==> src/rtl/kwd_pkg.sv <==
package kwd_pkg;
  localparam int DATA_W = 32;

  localparam logic [7:0] OFF_COUNT  = 8'h00;
  localparam logic [7:0] OFF_RELOAD = 8'h04;
  localparam logic [7:0] OFF_KICK   = 8'h08;
  localparam logic [7:0] OFF_CTRL   = 8'h0C;
  localparam logic [7:0] OFF_WIDTH  = 8'h18;
  localparam logic [7:0] OFF_MASK   = 8'h1C;

  localparam int CB_EN    = 0;
  localparam int CB_SYS   = 1;
  localparam int CB_IRQ   = 2;
  localparam int CB_EXT   = 3;
  localparam int CB_SLOW  = 4;
endpackage

==> src/rtl/kwd_regs.sv <==
module kwd_regs
  import kwd_pkg::*;
#(
  parameter int               ADDR_W      = 8,
  parameter logic [DATA_W-1:0] RELOAD_INIT = 32'h03EF1480,
  parameter int               WIDTH_BITS  = 8,
  parameter logic [WIDTH_BITS-1:0] WIDTH_INIT = '1,
  parameter logic [15:0]      KEY         = 16'h4755
) (
  input  logic              clk,
  input  logic              rst,
  input  logic [ADDR_W-1:0] addr,
  input  logic [DATA_W-1:0] wdata,
  input  logic              we,
  input  logic              re,
  input  logic [DATA_W-1:0] cnt,
  input  logic              hold_clear,
  output logic [DATA_W-1:0] rdata,
  output logic [DATA_W-1:0] reload,
  output logic [DATA_W-1:0] ctrl,
  output logic              en_rise,
  output logic              en_fall,
  output logic              restart
);
  localparam logic [ADDR_W-1:0] A_COUNT  = ADDR_W'(OFF_COUNT);
  localparam logic [ADDR_W-1:0] A_RELOAD = ADDR_W'(OFF_RELOAD);
  localparam logic [ADDR_W-1:0] A_KICK   = ADDR_W'(OFF_KICK);
  localparam logic [ADDR_W-1:0] A_CTRL   = ADDR_W'(OFF_CTRL);
  localparam logic [ADDR_W-1:0] A_WIDTH  = ADDR_W'(OFF_WIDTH);
  localparam logic [ADDR_W-1:0] A_MASK   = ADDR_W'(OFF_MASK);

  logic [WIDTH_BITS-1:0] width_q;
  logic [DATA_W-1:0]     mask_q;
  logic [DATA_W-1:0]     rd_mux;

  assign en_rise = we && (addr == A_CTRL) &&  wdata[CB_EN] && !ctrl[CB_EN];
  assign en_fall = we && (addr == A_CTRL) && !wdata[CB_EN] &&  ctrl[CB_EN];
  assign restart = we && (addr == A_KICK) && (wdata[15:0] == KEY);

  always_ff @(posedge clk) begin
    if (rst) begin
      reload  <= RELOAD_INIT;
      ctrl    <= '0;
      width_q <= WIDTH_INIT;
      mask_q  <= '0;
    end else begin
      if (we && addr == A_RELOAD) reload  <= wdata;
      if (we && addr == A_WIDTH)  width_q <= wdata[WIDTH_BITS-1:0];
      if (we && addr == A_MASK)   mask_q  <= wdata;
      if (hold_clear)              ctrl <= '0;
      else if (en_rise || en_fall) ctrl <= wdata;
    end
  end

  always_comb begin
    unique case (addr)
      A_COUNT:  rd_mux = cnt;
      A_RELOAD: rd_mux = reload;
      A_CTRL:   rd_mux = ctrl;
      A_WIDTH:  rd_mux = DATA_W'(width_q);
      A_MASK:   rd_mux = mask_q;
      default:  rd_mux = '0;
    endcase
  end

  always_ff @(posedge clk) begin
    if (rst)     rdata <= '0;
    else if (re) rdata <= rd_mux;
  end
endmodule

==> src/rtl/kwd_count.sv <==
module kwd_count
  import kwd_pkg::*;
#(
  parameter logic [DATA_W-1:0] CNT_INIT = 32'h03EF1480
) (
  input  logic              clk,
  input  logic              rst,
  input  logic              tick_fast,
  input  logic              tick_1m,
  input  logic              use_slow,
  input  logic              ctrl_en,
  input  logic              en_rise,
  input  logic              en_fall,
  input  logic              restart,
  input  logic              mem_hold,
  input  logic [DATA_W-1:0] reload,
  output logic [DATA_W-1:0] cnt,
  output logic              hold_clear,
  output logic              fire
);
  logic run_q;
  logic tick_sel;
  logic expire_now;

  assign tick_sel   = use_slow ? tick_1m : tick_fast;
  assign expire_now = run_q && tick_sel && (cnt <= DATA_W'(1)) &&
                      !restart && !en_rise && !en_fall;
  assign hold_clear = expire_now &&  mem_hold;
  assign fire       = expire_now && !mem_hold;

  always_ff @(posedge clk) begin
    if (rst) begin
      cnt   <= CNT_INIT;
      run_q <= 1'b0;
    end else if (en_fall) begin
      run_q <= 1'b0;
    end else if (en_rise || restart) begin
      cnt   <= reload;
      run_q <= en_rise || ctrl_en;
    end else if (expire_now) begin
      cnt   <= '0;
      run_q <= 1'b0;
    end else if (run_q && tick_sel) begin
      cnt   <= cnt - DATA_W'(1);
    end
  end
endmodule

==> src/rtl/kwd_actions.sv <==
module kwd_actions
  import kwd_pkg::*;
(
  input  logic              clk,
  input  logic              rst,
  input  logic              fire,
  input  logic [DATA_W-1:0] ctrl,
  output logic              timeout_evt,
  output logic              sys_rst_req,
  output logic              irq_req,
  output logic              ext_trig
);
  always_ff @(posedge clk) begin
    if (rst) begin
      timeout_evt <= 1'b0;
      sys_rst_req <= 1'b0;
      irq_req     <= 1'b0;
      ext_trig    <= 1'b0;
    end else begin
      timeout_evt <= fire;
      sys_rst_req <= fire && ctrl[CB_SYS];
      irq_req     <= fire && ctrl[CB_IRQ];
      ext_trig    <= fire && ctrl[CB_EXT];
    end
  end
endmodule

==> src/rtl/keyed_wdog.sv <==
module keyed_wdog
  import kwd_pkg::*;
#(
  parameter int               ADDR_W     = 8,
  parameter logic [DATA_W-1:0] CNT_INIT   = 32'h03EF1480,
  parameter int               WIDTH_BITS = 8,
  parameter logic [15:0]      KEY        = 16'h4755
) (
  input  logic              clk,
  input  logic              rst,
  input  logic [ADDR_W-1:0] bus_addr,
  input  logic [DATA_W-1:0] bus_wdata,
  input  logic              bus_we,
  input  logic              bus_re,
  output logic [DATA_W-1:0] bus_rdata,
  input  logic              tick_fast,
  input  logic              tick_1m,
  input  logic              mem_hold,
  output logic              timeout_evt,
  output logic              sys_rst_req,
  output logic              irq_req,
  output logic              ext_trig
);
  logic [DATA_W-1:0] cnt_w;
  logic [DATA_W-1:0] reload_w;
  logic [DATA_W-1:0] ctrl_w;
  logic en_rise_w, en_fall_w, restart_w, hold_clear_w, fire_w;

  kwd_regs #(
    .ADDR_W(ADDR_W), .RELOAD_INIT(CNT_INIT), .WIDTH_BITS(WIDTH_BITS),
    .WIDTH_INIT('1), .KEY(KEY)
  ) i_regs (
    .clk(clk), .rst(rst), .addr(bus_addr), .wdata(bus_wdata),
    .we(bus_we), .re(bus_re), .cnt(cnt_w), .hold_clear(hold_clear_w),
    .rdata(bus_rdata), .reload(reload_w), .ctrl(ctrl_w),
    .en_rise(en_rise_w), .en_fall(en_fall_w), .restart(restart_w)
  );

  kwd_count #(.CNT_INIT(CNT_INIT)) i_count (
    .clk(clk), .rst(rst), .tick_fast(tick_fast), .tick_1m(tick_1m),
    .use_slow(ctrl_w[CB_SLOW]), .ctrl_en(ctrl_w[CB_EN]),
    .en_rise(en_rise_w), .en_fall(en_fall_w), .restart(restart_w),
    .mem_hold(mem_hold), .reload(reload_w), .cnt(cnt_w),
    .hold_clear(hold_clear_w), .fire(fire_w)
  );

  kwd_actions i_actions (
    .clk(clk), .rst(rst), .fire(fire_w), .ctrl(ctrl_w),
    .timeout_evt(timeout_evt), .sys_rst_req(sys_rst_req),
    .irq_req(irq_req), .ext_trig(ext_trig)
  );
endmodule

==> config.mk <==
export PLATFORM = sky130hd
export DESIGN_NAME = keyed_wdog
export DESIGN_NICKNAME = d
export VERILOG_FILES = /design/src/rtl/kwd_pkg.sv /design/src/rtl/kwd_regs.sv /design/src/rtl/kwd_count.sv /design/src/rtl/kwd_actions.sv /design/src/rtl/keyed_wdog.sv
export SDC_FILE = /design/constraint.sdc
export NUM_CORES = 1
export LEC_CHECK = 0
export BUFFER_PORTS_ARGS = -buffer_cell sky130_fd_sc_hd__buf_2
export CAP_MARGIN = 20
export CORE_AREA = 2 2 134 136
export DETAILED_ROUTE_END_ITERATION = 8
export DIE_AREA = 0 0 136 138
export PLACE_DENSITY = 0.68
export RECOVER_POWER = 50
export SETUP_SLACK_MARGIN = 0.1
export SLEW_MARGIN = 15
export SYNTH_ARGS = -nofsm -noshare
export SYNTH_HDL_FRONTEND = slang
export SYNTH_SLANG_ARGS = --single-unit
==> constraint.sdc <==
create_clock -name clk -period 2.88 [get_ports clk]
set_input_delay 0.576 -clock clk [delete_from_list [all_inputs] [get_ports clk]]
set_output_delay 0.576 -clock clk [all_outputs]
set_load 0.05 [all_outputs]
# [Word level (Yosys, flattened, before mapping)]
# Index checks and enable logic that the tools add are counted.
[word_totals] regBits=173 input_bits=47 output_inout_bits=36 elab_cells=62
[op_classes] n_addsub=1 magnitude_cmp=1 n_eq_ne=6 mux=7 n_bitwise=1 n_reduce_logical=35
[ops] cell="one-hot mux 32 bit (5 select lines)" n=1
[ops] cell="2-to-1 mux 32 bit" n=3
[ops] cell="less-or-equal comparator 32 x 1 -> 1 bit (second input constant)" n=1
[ops] cell="subtractor 32 x 1 -> 32 bit (second input constant)" n=1
[ops] cell="logical AND 1 bit" n=20
[ops] cell="== test 16 x 15 -> 1 bit (second input constant)" n=1
[ops] cell="== test 8 x 4 -> 1 bit (second input constant)" n=2
[ops] cell="== test 8 x 5 -> 1 bit (second input constant)" n=2
[ops] cell="== test 8 x 3 -> 1 bit (second input constant)" n=1
[ops] cell="logical NOT 8 bit" n=1
[ops] cell="logical NOT 1 bit" n=6
[ops] cell="OR reduction 2 bit" n=2
[ops] cell="logical OR 1 bit" n=3
[ops] cell="2-to-1 mux 1 bit" n=3
[ops] cell="nonzero test 3 bit" n=1
[ops] cell="AND reduction 2 bit" n=1
[ops] cell="nonzero test 2 bit" n=1
[ops] cell="inverter 1 bit" n=1

# [Longest topological paths before layout]
[logic_depth] word_depth=9 depth_mapped=11 depth_no_buf=8

# [Cells and area by module]
# From an unflattened synthesis, not the netlist that was laid out.
[unflattened] cells_unflattened=991 area_unflattened_um2=8216.6
[modules_own_cells] module="kwd_regs" n_inst=1 cells_each=688 area_per_inst_um2=5823.1 seq_area_each_um2=2722.6
[modules_own_cells] module="kwd_count" n_inst=1 cells_each=295 area_per_inst_um2=2274.7 seq_area_each_um2=660.6
[modules_own_cells] module="kwd_actions" n_inst=1 cells_each=8 area_per_inst_um2=118.9 seq_area_each_um2=80.1

# [Worst setup path before layout]
# OpenSTA, ideal clock, no wires.
[synth_path] path_type="input to register" startpoint="input bus_addr[5]" endpoint="register i_count.cnt[16]" setup_ps=122 t_arrival_ps=2435 required_time_ps=2758 setup_slack_ps=324 stages=8 path_buffers=3 cell_sequence="or4_1 -> buf_2 -> nor4_2 -> clkbuf_4 -> o21bai_1 -> buf_2 -> o21ai_1 -> a221o_1"
[synth_via] elab_chain_cells=9 word_cells_on_any_way=21 cone_classes="eq/ne (2); mux (2); bitwise (1); reduce/logical (16)"
[synth_lines] item="start: declaration" line="keyed_wdog.sv:11" rtl="input logic [ADDR_W-1:0] bus_addr,"
[synth_lines] item="== test 8 x 4 -> 1 bit, on equally long branches" line="kwd_regs.sv:38, kwd_regs.sv:36, kwd_regs.sv:37"
[synth_lines] item="logical AND 1 bit, on equally long branches" line="kwd_regs.sv:38, kwd_regs.sv:36, kwd_regs.sv:37"
[synth_lines] item="logical AND 1 bit, on equally long branches" line="kwd_regs.sv:38, kwd_regs.sv:36"
[synth_lines] item="logical NOT 1 bit or logical AND 1 bit (tied branches)" line="kwd_count.sv:27, kwd_regs.sv:36"
[synth_lines] item="logical AND 1 bit or logical NOT 1 bit (tied branches)" line="kwd_count.sv:26, kwd_count.sv:27"
[synth_lines] item="logical AND 1 bit (2 in series)" line="kwd_count.sv:27" rtl="!restart && !en_rise && !en_fall;"
[synth_lines] item="nonzero test 3 bit (no line) or 2-to-1 mux 32 bit (tied branches)"
[synth_lines] item="AND reduction 2 bit (no line) or 2-to-1 mux 32 bit (tied branches)"
[synth_lines] item="end signal: assignment" line="kwd_count.sv:38" rtl="cnt <= reload;"
[synth_lines] item="end signal: assignment" line="kwd_count.sv:44" rtl="cnt <= cnt - DATA_W'(1);"
[synth_lines] item="end: declaration" line="kwd_count.sv:17" rtl="output logic [DATA_W-1:0] cnt,"
# Several ways; a longest one is shown, not always the timed one.
# A chain may end at the register's enable or synchronous reset.

# [Worst setup path in the final report]
[layout_path] startpoint="input bus_addr[5]" endpoint="register i_regs.reload[8]"
[layout_via] elab_chain_cells=2
[layout_lines] item="== test 8 x 3 -> 1 bit" line="kwd_regs.sv:47" rtl="if (we && addr == A_RELOAD) reload <= wdata;"
[layout_lines] item="logical AND 1 bit" line="kwd_regs.sv:47"
[layout_lines] item="end signal: assignment" line="kwd_regs.sv:47"
[layout_lines] item="end: declaration" line="kwd_regs.sv:19" rtl="output logic [DATA_W-1:0] reload,"
# No other way between the ends.

==> out/metrics.cfg <==
[run_status]
outcome=completed

[setup_path]
reg2reg_slack_ns=0.30
slowest_stage=or4_1
critPathMaxStageDelay_ns=0.60
startpoint_type=primary input
r2r_end=i_regs.ctrl[0]$_SDFFE_PP0P_
worstPathRequired_ns=3.18
r2r_cells=7
crit_type=in -> reg
rr_startpoint=i_count.cnt[24]$_SDFFE_PP1P_
end_kind=flip-flop
cp_cell_sequence=buf_2 > or4_1 > clkbuf_1 > nor4_1 > buf_12 > nand3_1 > clkbuf_2 > nand2_1 > a21oi_1
crit_fanout=32
worstPathArrival_ns=3.00

[clock_network]
cts.sinks=173
insertion_delay_ns=0.44
postCtsSetupRepairBufs=0
root_buffer=clkbuf_16
cts_resized=0
path_clk_slew_ns=0.07
cts_tree=built
cts-buffers-inserted=17
htree_levels=4
cts_hold_buf=0
cts_buffer_depth=2

[floorplan]
row_count=49
die_width_um=136
dieHeight_um=138
start_util=0.465
die_area_um2=18800
io_pins=83
core_um2=17500

[routing]
wl_met3_mm=2.00
drtIter0Drc=764
drtAntennaViolNets=0
drt-met1-wl_mm=10.7
vias=7753
firstDrtPassIters=6
met2_length_mm=11.5
vias_per_cell=6.01
topRoutingLayerUsed=met4
wl_mm=24.6
drc=0
wl_per_cell_um=19.1

[finish]
fillers=1685
areaGrowthSynthToFinish_pct=17.3
nNetsFinal=1097
diodes=0
drive_gt1_frac=0.175
final_util=0.545

[yosys]
ys_seq_area_frac=0.425
synth_cells=969
ys.flop_type=dfxtp_1
synth_area_um2=8150
yosys_warnings=0
ys_ff_latch=173
synth_edf_count=0
synth_nets=1018
syn_area_per_cell_um2=8.41
async_flop_share=0
synth.distinct_cells=70

[sta]
grt_setup_unrepaired=no
tightest_slew_ns=1.24
fin_crit_sh=0.939
finClkSkew_ns=0.0116
hold_viol=0
maxSlewViolCount=0
fin_setup_tns_ns=0
setup_violations=0
max_freq_mhz=370
min_period_ns=2.70
max_slew_margin=0.169

[place]
place_hpwl_mm=16.3
routabilityCongestion=0.907
port_buffers=82

[pwr]
vdd_drop_max_mv=0.450
leakagePower_uw=0.00329
power.density_nw_per_um2=522

[grt]
grt_max_degree=113
grt_pass1_vias=7364
overflow=0
grt_pass1_wl_mm=39.6
grt.total_usage=0.266
antenna_found_initial=0

[flow_run]
cap_violations=0

[worst_hold_path]
min_delay_path_depth=2
hp-class=in -> reg
holdPathEnd=i_actions.timeout_evt$_SDFF_PP0_
worstHoldStart=mem_hold

==> sequential cells by signal, summed over array words and instances (netlist names) <==
name	cells
i_actions.timeout_evt	1
i_regs.rdata	32
i_regs.reload	32
i_regs.mask_q	32
i_actions.irq_req	1
i_count.cnt	32
i_actions.ext_trig	1
i_actions.sys_rst_req	1
i_regs.ctrl	32
i_regs.width_q	8
i_count.run_q	1
==> worst max-delay path by stage <==
stage | from | cells past startpoint | end | slack [ns]
after floorplan | bus_addr[5] | 8 | i_count.cnt[16]$_SDFFE_PP1P_ | 0.32
after global routing | bus_addr[5] | 9 | i_regs.reload[8]$_SDFFE_PP0P_ | 0.07
after global placement | bus_addr[5] | 6 | i_count.cnt[22]$_SDFFE_PP1P_ | 0.04
after CTS | i_count.cnt[18]$_SDFFE_PP1P_ | 7 | i_count.cnt[14]$_SDFFE_PP0P_ | 0.36
final | bus_addr[5] | 9 | i_regs.reload[8]$_SDFFE_PP0P_ | 0.18
after detailed placement | bus_addr[5] | 6 | i_count.cnt[22]$_SDFFE_PP1P_ | 0.0002
==> layout by cell type, fill, tap and decap left out, drive strengths merged, types with 19 or more instances in the layout <==
master / netlist / final
buf: 29 / 97
nor3: 23 / 23
clkbuf: 52 / 66
a22o: 24 / 24
nand3: 22 / 22
a21oi: 107 / 107
dfxtp: 173 / 173
a2bb2oi: 26 / 26
inv: 18 / 19
mux2i: 23 / 23
nand2: 216 / 216
nor4: 19 / 19
a222oi: 24 / 24
nor2: 66 / 66
==> synthesized netlist by cell type (all sizes together), types with 6 or more instances <==
| cell type | number | share of area |
|---|---|---|
| nor2 | 66 | 0.033 |
| a221oi | 10 | 0.014 |
| a222oi | 24 | 0.029 |
| nand4 | 6 | 0.0046 |
| o32ai | 10 | 0.011 |
| clkbuf | 52 | 0.024 |
| dfxtp | 173 | 0.42 |
| buf | 29 | 0.023 |
| mux2i | 23 | 0.028 |
| o22ai | 8 | 0.0078 |
| xor2 | 8 | 0.0086 |
| nand3 | 22 | 0.014 |
| inv | 18 | 0.0083 |
| or3 | 7 | 0.0060 |
| nor4 | 19 | 0.023 |
| a22oi | 12 | 0.011 |
| a2bb2oi | 26 | 0.028 |
| a211oi | 15 | 0.014 |
| a21oi | 107 | 0.079 |
| a22o | 24 | 0.026 |
| o21ai | 13 | 0.0080 |
| nor3 | 23 | 0.014 |
| nand2 | 216 | 0.099 |
| or4 | 6 | 0.0055 |
==> worst max-delay path: cells and delay by family <==
family / cells / cell delay (ns)
compound gates: 1 / 0.09
buf+inv: 4 / 1.00
simple gates: 4 / 1.32
==> kinds of logic (layout without fill, tap and decap cells) <==
family	count (synthesis)	after routing	share of synthesized area
AOI/OAI and AO/OA	275	275	0.257
adders and majority gates	2	2	0.00307
xor gates and xnor gates	9	9	0.00967
buffers and inverters	99	190	0.0556
and+or+nand+nor	387	387	0.220
muxes	24	24	0.0296
DFF	173	173	0.425
==> stage by stage <==
| stage | instances | area, um^2 | hold WS, ns | setup WS [ns] | power [uW] |
|---|---|---|---|---|---|
| 6_report | 1289 | 9560 | 0.353 | 0.175 | 4990 |
| 5_1_grt | 1289 | 9560 | 0.358 | 0.0667 | 5120 |
| 4_1_cts | 1289 | 9650 | 0.346 | 0.361 | 5000 |
| 3_5_place_dp | 1258 | 9060 | 0.450 | 0.000225 | 2690 |
| 3_3_place_gp | 1257 | 9040 | 0.443 | 0.0402 | 2690 |
| 2_1_floorplan | 969 | 8150 | 0.436 | 0.324 | 2580 |
==> power breakdown <==
group | internal, uW | switching [uW]
Clock | 1370 | 983
Sequential | 2400 | 4.55
Combinational | 72.1 | 163
Total | 3840 | 1150
==> final cells by class <==
type	count	area [um^2]	share of cell area
clock inverters	9	110	0.0115
clock buffers	22	484	0.0507
flip-flops and latches	173	3460	0.362
multi-input cells	697	4240	0.443
repair buffers	141	910	0.0952
inverters	18	67.6	0.00707
well taps	229	287	0.0300
==> routing by layer <==
layer,vias up,track usage
met4,0,0.0806
met1,3720,0.358
li1,3679,-
met2,326,0.421
met5,-,0
met3,28,0.0656
No activity file was read; power rests on OpenSTA's default activity.
